==> src/rtl/mcc_pkg.sv <==
`timescale 1ns/1ps
package mcc_pkg;

   typedef enum logic [1:0] {
      MCC_TM_NARROW = 2'd0,
      MCC_TM_WIDE   = 2'd1,
      MCC_INSERT    = 2'd2,
      MCC_RSVD      = 2'd3
   } mcc_mode_e;

   typedef logic [1:0] mcc_code_t;

   localparam mcc_code_t CC_ZERO  = 2'd0;
   localparam mcc_code_t CC_LOW   = 2'd1;
   localparam mcc_code_t CC_HIGH  = 2'd2;
   localparam mcc_code_t CC_ALL   = 2'd3;

endpackage

==> src/rtl/mcc_lead_one.sv <==
`timescale 1ns/1ps
// Combinational leading-one encoder: index of the most significant set bit.
module mcc_lead_one #(
   parameter int W     = 16,
   localparam int IDX_W = (W > 1) ? $clog2(W) : 1
) (
   input  logic [W-1:0]     vec,
   output logic [IDX_W-1:0] idx,
   output logic             found
);

   generate
      if (W < 1) begin : g_bad_width
         $error("mcc_lead_one: W must be at least 1");
      end
   endgenerate

   always_comb begin
      idx   = '0;
      found = 1'b0;
      // Ascending scan: the last hit, the highest bit, wins.
      for (int i = 0; i < W; i++) begin
         if (vec[i]) begin
            idx   = IDX_W'(i);
            found = 1'b1;
         end
      end
   end

endmodule

==> src/rtl/mcc_tm_eval.sv <==
`timescale 1ns/1ps
// Condition code for the bit-mask test modes.
module mcc_tm_eval
   import mcc_pkg::*;
#(
   parameter int MASK_W = 16
) (
   input  logic [MASK_W-1:0] data,
   input  logic [MASK_W-1:0] mask,
   input  logic              wide,
   output mcc_code_t         code
);

   localparam int IDX_W = (MASK_W > 1) ? $clog2(MASK_W) : 1;

   logic [MASK_W-1:0] sel;
   logic [IDX_W-1:0]  top_idx;
   logic              mask_nz;
   logic              top_bit;

   assign sel = data & mask;

   mcc_lead_one #(.W(MASK_W)) u_lead (
      .vec   (mask),
      .idx   (top_idx),
      .found (mask_nz)
   );

   assign top_bit = data[top_idx];

   always_comb begin
      if (!mask_nz || (sel == '0)) begin
         code = CC_ZERO;
      end else if (sel == mask) begin
         code = CC_ALL;
      end else if (wide && top_bit) begin
         code = CC_HIGH;
      end else begin
         code = CC_LOW;
      end
   end

endmodule

==> src/rtl/mcc_icm_eval.sv <==
`timescale 1ns/1ps
// Condition code for the insert-under-byte-mask mode.
module mcc_icm_eval
   import mcc_pkg::*;
#(
   parameter int VAL_W = 32,
   localparam int BYTES = VAL_W / 8
) (
   input  logic [VAL_W-1:0] value,
   input  logic [BYTES-1:0] bmask,
   output mcc_code_t        code
);

   localparam int IDX_W = (BYTES > 1) ? $clog2(BYTES) : 1;

   generate
      if ((VAL_W % 8) != 0 || VAL_W < 8) begin : g_bad_width
         $error("mcc_icm_eval: VAL_W must be a positive multiple of 8");
      end
   endgenerate

   logic [BYTES-1:0] signs;
   logic [IDX_W-1:0] top_byte;
   logic             bmask_nz;

   generate
      for (genvar b = 0; b < BYTES; b++) begin : g_sign
         assign signs[b] = value[8*b+7];
      end
   endgenerate

   mcc_lead_one #(.W(BYTES)) u_lead (
      .vec   (bmask),
      .idx   (top_byte),
      .found (bmask_nz)
   );

   always_comb begin
      if (&bmask) begin
         if (value == '0)               code = CC_ZERO;
         else if (value[VAL_W-1])       code = CC_LOW;
         else                           code = CC_HIGH;
      end else if (!bmask_nz || (value == '0)) begin
         code = CC_ZERO;
      end else if (signs[top_byte]) begin
         code = CC_LOW;
      end else begin
         code = CC_HIGH;
      end
   end

endmodule

==> src/rtl/mask_cc_unit.sv <==
`timescale 1ns/1ps
module mask_cc_unit
   import mcc_pkg::*;
#(
   parameter int DATA_W = 64,
   parameter int MASK_W = 16,
   parameter int INS_W  = 32,
   localparam int BYTES = INS_W / 8
) (
   input  logic              clk,
   input  logic              rst_n,
   input  logic              in_valid,
   input  logic [1:0]        in_mode,
   input  logic [DATA_W-1:0] in_data,
   input  logic [MASK_W-1:0] in_mask,
   output logic              out_valid,
   output logic [1:0]        out_cc,
   output logic              out_err
);

   generate
      if (INS_W > DATA_W) begin : g_chk_ins
         $error("mask_cc_unit: INS_W exceeds DATA_W");
      end
      if (MASK_W > DATA_W) begin : g_chk_mask
         $error("mask_cc_unit: MASK_W exceeds DATA_W");
      end
      if (BYTES > MASK_W) begin : g_chk_bytes
         $error("mask_cc_unit: byte mask wider than mask port");
      end
   endgenerate

   // Bits above both operand fields are accepted but play no part.
   localparam int USED_W = (INS_W > MASK_W) ? INS_W : MASK_W;
   generate
      if (DATA_W > USED_W) begin : g_hi
         logic unused_hi_bits;
         assign unused_hi_bits = ^in_data[DATA_W-1:USED_W];
      end
   endgenerate

   mcc_code_t tm_code;
   mcc_code_t icm_code;
   mcc_code_t nxt_code;
   logic      nxt_err;
   mcc_mode_e mode;

   assign mode = mcc_mode_e'(in_mode);

   mcc_tm_eval #(.MASK_W(MASK_W)) u_tm (
      .data (in_data[MASK_W-1:0]),
      .mask (in_mask),
      .wide (mode == MCC_TM_WIDE),
      .code (tm_code)
   );

   mcc_icm_eval #(.VAL_W(INS_W)) u_icm (
      .value (in_data[INS_W-1:0]),
      .bmask (in_mask[BYTES-1:0]),
      .code  (icm_code)
   );

   always_comb begin
      nxt_err = 1'b0;
      unique case (mode)
         MCC_TM_NARROW,
         MCC_TM_WIDE:   nxt_code = tm_code;
         MCC_INSERT:    nxt_code = icm_code;
         default: begin
            nxt_code = CC_ZERO;
            nxt_err  = 1'b1;
         end
      endcase
   end

   always_ff @(posedge clk or negedge rst_n) begin
      if (!rst_n) begin
         out_valid <= 1'b0;
         out_cc    <= CC_ZERO;
         out_err   <= 1'b0;
      end else begin
         out_valid <= in_valid;
         out_err   <= in_valid & nxt_err;
         if (in_valid) begin
            out_cc <= nxt_code;
         end
      end
   end

endmodule

==> config.mk <==
export PLATFORM = sky130hd
export DESIGN_NAME = mask_cc_unit
export DESIGN_NICKNAME = d
export VERILOG_FILES = /design/src/rtl/mcc_pkg.sv /design/src/rtl/mcc_lead_one.sv /design/src/rtl/mcc_tm_eval.sv /design/src/rtl/mcc_icm_eval.sv /design/src/rtl/mask_cc_unit.sv
export SDC_FILE = /design/constraint.sdc
export NUM_CORES = 1
export LEC_CHECK = 0
export BUFFER_PORTS_ARGS = -buffer_cell sky130_fd_sc_hd__buf_2
export CORE_MARGIN = 2
export CORE_UTILIZATION = 33
export CTS_CLUSTER_SIZE = 30
export DETAILED_ROUTE_END_ITERATION = 12
export PLACE_DENSITY = 0.76
export SETUP_SLACK_MARGIN = 0.5
export SLEW_MARGIN = 20
export SYNTH_ARGS = -nofsm -noshare
export SYNTH_HDL_FRONTEND = slang
export SYNTH_SLANG_ARGS = --single-unit
==> constraint.sdc <==
create_clock -name clk -period 0.8 [get_ports clk]
set_clock_uncertainty 0.1 [all_clocks]
set_input_delay 0.16 -clock clk [delete_from_list [all_inputs] [get_ports clk]]
set_output_delay 0.16 -clock clk [all_outputs]
set_load 0.01 [all_outputs]
======== Yosys cells after proc, flatten, opt, wreduce, memory -nomap -nowiden ========
Index checks and enable logic that the tools add are counted.
storage, ports and cells
  register bits ........................... 4
  input port bits ......................... 85
  output and inout bits ................... 4
  logic and storage cells ................. 69
operators by class
  $lt $le $gt $ge ......................... 2
  eq/ne operators ......................... 3
  mux-type cells .......................... 48
  bitwise logic cells ..................... 2
  reduce and logical (&&, ||, !) cells .... 11
operator list
  cell                count
  $mux 4              14
  $logic_not 32->1    1
  $mux 1              21
  $mux 2              10
  $and 16x16->16      1
  $eq 16x16->1        1
  $logic_not 16->1    1
  $lt 4x5->1 const B  1
  $bmux 1 s4          1
  $pmux 2 s2          1
  $reduce_and 4->1    1
  $lt 2x3->1 const B  1
  $reduce_or 3->1     1
  $bmux 1 s2          1
  $eq 2x1->1 const B  1
  $eq 2x2->1 const B  1
  $logic_not 1->1     2
  $logic_not 2->1     1
  $logic_or 1x1->1    2
  $reduce_or 2->1     1
  $and 1x1->1         1
  $logic_and 1x1->1   1

======== Depth between registers and ports, before layout ========
  depth after elaboration ................. 22
  mapped depth ............................ 9
  depth with buffers taken out ............ 8

======== Modules after synthesis ========
From an unflattened synthesis, not the netlist that was laid out.
second synthesis, totals
  cell total of the unflattened synthesis .. 120
  area, all modules ....................... 864.6 µm²
by module, submodules not included
  module                       times used  cells an instance  area each (µm²)  sequential area each (µm²)
  mcc_tm_eval                  1           54                 376.6            0.0
  mask_cc_unit                 1           14                 163.9            100.1
  mcc_lead_one (u_tm.u_lead)   1           29                 161.4            0.0
  mcc_icm_eval                 1           19                 138.9            0.0
  mcc_lead_one (u_icm.u_lead)  1           4                  23.8             0.0

======== Worst setup path after synthesis ========
No wires, ideal clock.
  path type ............................... input to register
  start point ............................. input in_mask[11]
  end point ............................... register out_cc[0]
  library setup time ...................... 0.123 ns
  data arrival time ....................... 1.782 ns
  data required time ...................... 0.577 ns
  path slack .............................. -1.205 ns
  stages .................................. 9
  cells stage by stage .................... buf_6 > and2b_2 > nor3_1 > o41ai_1 > a21o_2 > a22oi_1 > o2111ai_1 > a41o_1 > o221a_1
on the way
  longest elaborated chain between the ends .. 12
ends and longest elaborated chain
  element                       line                text
  from (decl)                   mask_cc_unit.sv:15  input logic [MASK_W-1:0] in_mask,
  $mux 4 (5 in series)          mcc_lead_one.sv:23  if (vec[i]) begin
  $bmux 1 s4                    mcc_tm_eval.sv:29   assign top_bit = data[top_idx];
  $mux 1 (implied by the code)  mcc_tm_eval.sv:29
  $logic_and 1x1->1             mcc_tm_eval.sv:36   end else if (wide && top_bit) begin
  $mux 2                        mcc_tm_eval.sv:36
  $mux 2                        mcc_tm_eval.sv:34   end else if (sel == mask) begin
  $mux 2 *                      mcc_tm_eval.sv:32   if (!mask_nz || (sel == '0)) begin
  $pmux 2 s2 *                  mask_cc_unit.sv:65  unique case (mode)
  to (signal assigned)          mask_cc_unit.sv:85  out_cc <= nxt_code;
  to (decl)                     mask_cc_unit.sv:17  output logic [1:0] out_cc,
Every way passes the cells marked *; elsewhere a longest branch is shown, timed or not. The select of a mux whose other input is x is not followed.
A chain may end at the register's enable or synchronous reset.

======== Final worst setup path ========
  start point ............................. input in_mask[7]
  end point ............................... register out_cc[0]
on the way
  longest elaborated chain between the ends .. 16
ends and longest elaborated chain
  element                       line
  $mux 4 (9 in series)          mcc_lead_one.sv:23
  $bmux 1 s4                    mcc_tm_eval.sv:29
  $mux 1 (implied by the code)  mcc_tm_eval.sv:29
  $logic_and 1x1->1             mcc_tm_eval.sv:36
  $mux 2                        mcc_tm_eval.sv:36
  $mux 2                        mcc_tm_eval.sv:34
  $mux 2 *                      mcc_tm_eval.sv:32
  $pmux 2 s2 *                  mask_cc_unit.sv:65
Marks and branches as above.

==> report_table.html <==
<table>
<tr><th>Metric</th><th>Value</th></tr>
<tr><th colspan="2">Detailed routing</th></tr>
<tr><td>Drc violations</td><td>0</td></tr>
<tr><td>Violation count after the first detailed-route iteration</td><td>100</td></tr>
<tr><td>Post-route ant nets</td><td>0</td></tr>
<tr><td>Final routed wirelength across all metal layers</td><td>4.14 mm</td></tr>
<tr><td>Vias per cell</td><td>5.80</td></tr>
<tr><td>Overall via count from detail_route</td><td>1548</td></tr>
<tr><td>Final routed wire length divided by cell count</td><td>15.5 um</td></tr>
<tr><td>Length of the first detailed-routing pass in iterations</td><td>4</td></tr>
<tr><th colspan="2">Worst setup path</th></tr>
<tr><td>CP max stage cell</td><td>sky130_fd_sc_hd__or4_4</td></tr>
<tr><td>Stage delay of the slowest cell on the critical path</td><td>540 ps</td></tr>
<tr><td>Crit path launch type</td><td>input port</td></tr>
<tr><td>Critical path data arrival time</td><td>1890 ps</td></tr>
<tr><td>CP delay by family, top</td><td>compound AO/OA/AOI/OAI gates</td></tr>
<tr><td>Crit-path cells</td><td>buf_6 -&gt; or4_4 -&gt; o22ai_4 -&gt; mux2i_1 -&gt; a22oi_1 -&gt; o2111ai_1 -&gt; a41o_1 -&gt; o221a_1</td></tr>
<tr><td>Critical path peak fanout</td><td>6</td></tr>
<tr><td>Element type at the critical path end</td><td>flip-flop</td></tr>
<tr><td>Crit path buf inv count</td><td>1</td></tr>
<tr><td>Category of the most critical setup path</td><td>input port to flip-flop</td></tr>
<tr><td>R2R setup slack</td><td>-150 ps</td></tr>
<tr><td>Critical path data required time</td><td>820 ps</td></tr>
<tr><th colspan="2">Synthesis</th></tr>
<tr><td>Most frequent cell after synthesis</td><td>sky130_fd_sc_hd__inv_1</td></tr>
<tr><td>Sequential share of the synthesized area</td><td>0.106</td></tr>
<tr><td>Commonest cells in the netlist</td><td>sky130_fd_sc_hd__inv_1, sky130_fd_sc_hd__nor2_1, sky130_fd_sc_hd__nor4_1</td></tr>
<tr><td>Number of synthesized register bits</td><td>4</td></tr>
<tr><td>Proportion of netlist area held by the largest area contributor</td><td>0.106</td></tr>
<tr><td>Post-synthesis cell type with the largest combined area</td><td>sky130_fd_sc_hd__dfrtp_1</td></tr>
<tr><td>Number of warnings issued by yosys</td><td>0</td></tr>
<tr><td>Most area-consuming cells after synthesis</td><td>sky130_fd_sc_hd__dfrtp_1, sky130_fd_sc_hd__nor4_1, sky130_fd_sc_hd__a22oi_1</td></tr>
<tr><td>Number of distinct standard cells referenced by the synthesized netlist</td><td>42</td></tr>
<tr><td>Synthesized area per cell</td><td>7.24 um^2</td></tr>
<tr><td>Syn Std Cell Area</td><td>948 um^2</td></tr>
<tr><td>Post-Synthesis Cells</td><td>131</td></tr>
<tr><td>Top FF cell, synth</td><td>sky130_fd_sc_hd__dfrtp_1</td></tr>
<tr><td>Mapped Nets</td><td>216</td></tr>
<tr><td>Post-synth ARST share</td><td>1.00</td></tr>
<tr><td>Count of flip-flops with a built-in enable after synthesis</td><td>0</td></tr>
<tr><th colspan="2">STA</th></tr>
<tr><td>Setup repair after global routing missed its margin</td><td>yes</td></tr>
<tr><td>Max-slew headroom</td><td>0.691</td></tr>
<tr><td>Achievable frequency</td><td>0.537 GHz</td></tr>
<tr><td>Final worst path period share</td><td>2.33</td></tr>
<tr><td>Final TNS setup</td><td>-2830 ps</td></tr>
<tr><td>Count of pins over their slew limit</td><td>0</td></tr>
<tr><td>Setup Viol. Count Final</td><td>6</td></tr>
<tr><td>Transition time at the pin with the least slew margin</td><td>457 ps</td></tr>
<tr><td>Final Hold Fails</td><td>4</td></tr>
<tr><td>Worst Slack Setup Final</td><td>-1060 ps</td></tr>
<tr><td>Min Hold Slack</td><td>-383 ps</td></tr>
<tr><td>Minimum clock period after layout</td><td>1860 ps</td></tr>
<tr><th colspan="2">CTS</th></tr>
<tr><td>H-tree depth reported by CTS</td><td>1</td></tr>
<tr><td>Number of sinks driven by the clock tree</td><td>4</td></tr>
<tr><td>Clock transition at path regs</td><td>40 ps</td></tr>
<tr><td>Total clock buffers created by CTS</td><td>3</td></tr>
<tr><td>Cell chosen for the clock root</td><td>sky130_fd_sc_hd__clkbuf_4</td></tr>
<tr><td>Maximum clock insertion buffer count</td><td>2</td></tr>
<tr><td>Latest clock arrival within the worst-skew pair</td><td>240 ps</td></tr>
<tr><td>TritonCTS clock tree</td><td>done</td></tr>
<tr><th colspan="2">GRT</th></tr>
<tr><td>Grt ovf</td><td>0</td></tr>
<tr><td>Number of global-route vias before repair</td><td>1452</td></tr>
<tr><td>Pin count of the biggest net entering global routing</td><td>12</td></tr>
<tr><td>Global-route usage over all layers</td><td>0.249</td></tr>
<tr><td>Number of antenna violations at the first check in global routing</td><td>0</td></tr>
<tr><td>Wire length of the first global-routing pass</td><td>6.43 mm</td></tr>
<tr><th colspan="2">Die</th></tr>
<tr><td>Count of standard-cell rows</td><td>19</td></tr>
<tr><td>Core Area</td><td>0.00273 mm^2</td></tr>
<tr><td>Starting density of the core</td><td>0.347</td></tr>
<tr><td>Die span in y</td><td>57.6 um</td></tr>
<tr><td>DIE WIDTH</td><td>57.6 um</td></tr>
<tr><td>Area of the die</td><td>0.00332 mm^2</td></tr>
<tr><td>Top-level I/O count</td><td>89</td></tr>
<tr><th colspan="2">Cells and area</th></tr>
<tr><td>Area used by multi-input combinational logic</td><td>777 um^2</td></tr>
<tr><td>Fill cell total of the finished layout</td><td>241</td></tr>
<tr><td>Final cell utilization of the core</td><td>0.615</td></tr>
<tr><td>Number of antenna diodes</td><td>0</td></tr>
<tr><td>Area occupied by registers</td><td>100 um^2</td></tr>
<tr><td>Layout cell share with drive strength beyond 1</td><td>0.525</td></tr>
<tr><td>Total number of nets in the final design</td><td>323</td></tr>
<tr><td>Syn-to-layout area delta</td><td>77.3%</td></tr>
<tr><th colspan="2">Outcome</th></tr>
<tr><td>Failing checks</td><td>hold timing, setup timing</td></tr>
<tr><td>Run status</td><td>finished, violations left</td></tr>
<tr><th colspan="2">Power</th></tr>
<tr><td>Tot Pwr</td><td>0.00132 W</td></tr>
<tr><td>Worst IR Drop VDD</td><td>0.573 mV</td></tr>
<tr><td>Leakage</td><td>0.824 nW</td></tr>
<tr><td>Power per Cell Area</td><td>786 mW/mm^2</td></tr>
<tr><th colspan="2">Placement</th></tr>
<tr><td>Count of input and output buffers</td><td>56</td></tr>
<tr><td>Post-DP HPWL</td><td>3.33 mm</td></tr>
<tr><td>Gp weighted congestion</td><td>0.924</td></tr>
<tr><td>Post-placement worst setup slack</td><td>-1290 ps</td></tr>
<tr><th colspan="2">Worst hold path</th></tr>
<tr><td>Min-delay worst type</td><td>input port to async pin</td></tr>
<tr><th colspan="2">Run</th></tr>
<tr><td>Number of maximum-capacitance violations</td><td>0</td></tr>
</table>
## worst reg2reg max path, stage by stage (launching register included)
cell and delay [ps]:
sky130_fd_sc_hd__dfrtp_1 370, sky130_fd_sc_hd__buf_4 140, sky130_fd_sc_hd__o22ai_1 190, sky130_fd_sc_hd__a21oi_2 50
## timing repair
action / CTS / global route
setup endpoints to repair: 7 / 7
setup buffers: 2 / 0
resized for setup: 6 / 6
pin swaps: 0 / 4
hold endpoints to repair: 4 / 4
## where the power goes
part / switching, W / total, W / leakage, nW / internal (W)
Clock: 0.0000930 / 0.000261 / 0.0138 / 0.000168
Sequential: 0.00000805 / 0.000228 / 0.0490 / 0.000220
Combinational: 0.000396 / 0.000833 / 0.761 / 0.000437
Total: 0.000497 / 0.00132 / 0.824 / 0.000825
## logic make-up (layout without fill, tap and decap cells)
| family | Yosys count | in the layout | share of synthesized area |
|---|---|---|---|
| AOI/OAI and AO/OA | 49 | 49 | 0.405 |
| buffers and inverters | 18 | 123 | 0.108 |
| DFF | 4 | 4 | 0.106 |
| muxes | 4 | 4 | 0.0422 |
| and+or+nand+nor | 56 | 56 | 0.339 |
## cell type report
cell class	instances	area share
multi-input cells	109	0.462
flip-flops and latches	4	0.0595
repair buffers	106	0.411
inverters	14	0.0313
clock buffers	3	0.0134
well taps	31	0.0231
## per-stage QoR
step	std cells	hold WS [ps]	cell area [um^2]
2_1_floorplan	131	-236	962
3_3_place_gp	262	-135	1590
3_5_place_dp	262	-131	1590
4_1_cts	267	-379	1660
5_1_grt	267	-377	1680
6_report	267	-383	1680
## flip-flops by register name (all words and copies together), names as in the netlist
register and flops:
out_err 1, out_valid 1, out_cc 2
## layout by cell type, fill, tap and decap left out, drive strengths merged, types with 2 or more instances in the layout
| cell | instances |
|---|---|
| o41ai | 2 |
| nor2b | 2 |
| nor3b | 2 |
| inv | 14 |
| dfrtp | 4 |
| buf | 106 |
| clkbuf | 3 |
| o211ai | 2 |
| or3 | 3 |
| o22ai | 4 |
| nand3 | 2 |
| a22oi | 7 |
| nand2b | 6 |
| and3 | 2 |
| a21oi | 9 |
| nor3 | 4 |
| a221oi | 3 |
| mux2i | 4 |
| o2111ai | 4 |
| nor4 | 12 |
| nand2 | 5 |
| nor2 | 11 |
| nand4 | 4 |
| o21ai | 7 |
## layer usage
layer  GRT usage  wire length [um]  share of wire  up-vias
met5           0                 0              0        -
met4      0.0864               114          0.028        0
met3      0.0424               389          0.094       12
met2       0.417              2030           0.49       98
met1       0.322              1600           0.39      700
li1            -                 -              -      738
## worst paths after layout
check | end | cells after the start | from
worst max-delay path | out_cc[0]$_DFFE_PN0P_ | 8 | in_mask[7]
worst min-delay path | out_err$_DFF_PN0_ | 1 | rst_n
worst max register to register | out_cc[1]$_DFFE_PN0P_ | 3 | out_cc[1]$_DFFE_PN0P_
worst min register to register | out_cc[0]$_DFFE_PN0P_ | 2 | out_cc[0]$_DFFE_PN0P_
max in group asynchronous | out_valid$_DFF_PN0_ | 1 | rst_n
min in group clk | out_valid$_DFF_PN0_ | 1 | in_valid
Note: power is estimated with default switching activity, not from simulation.
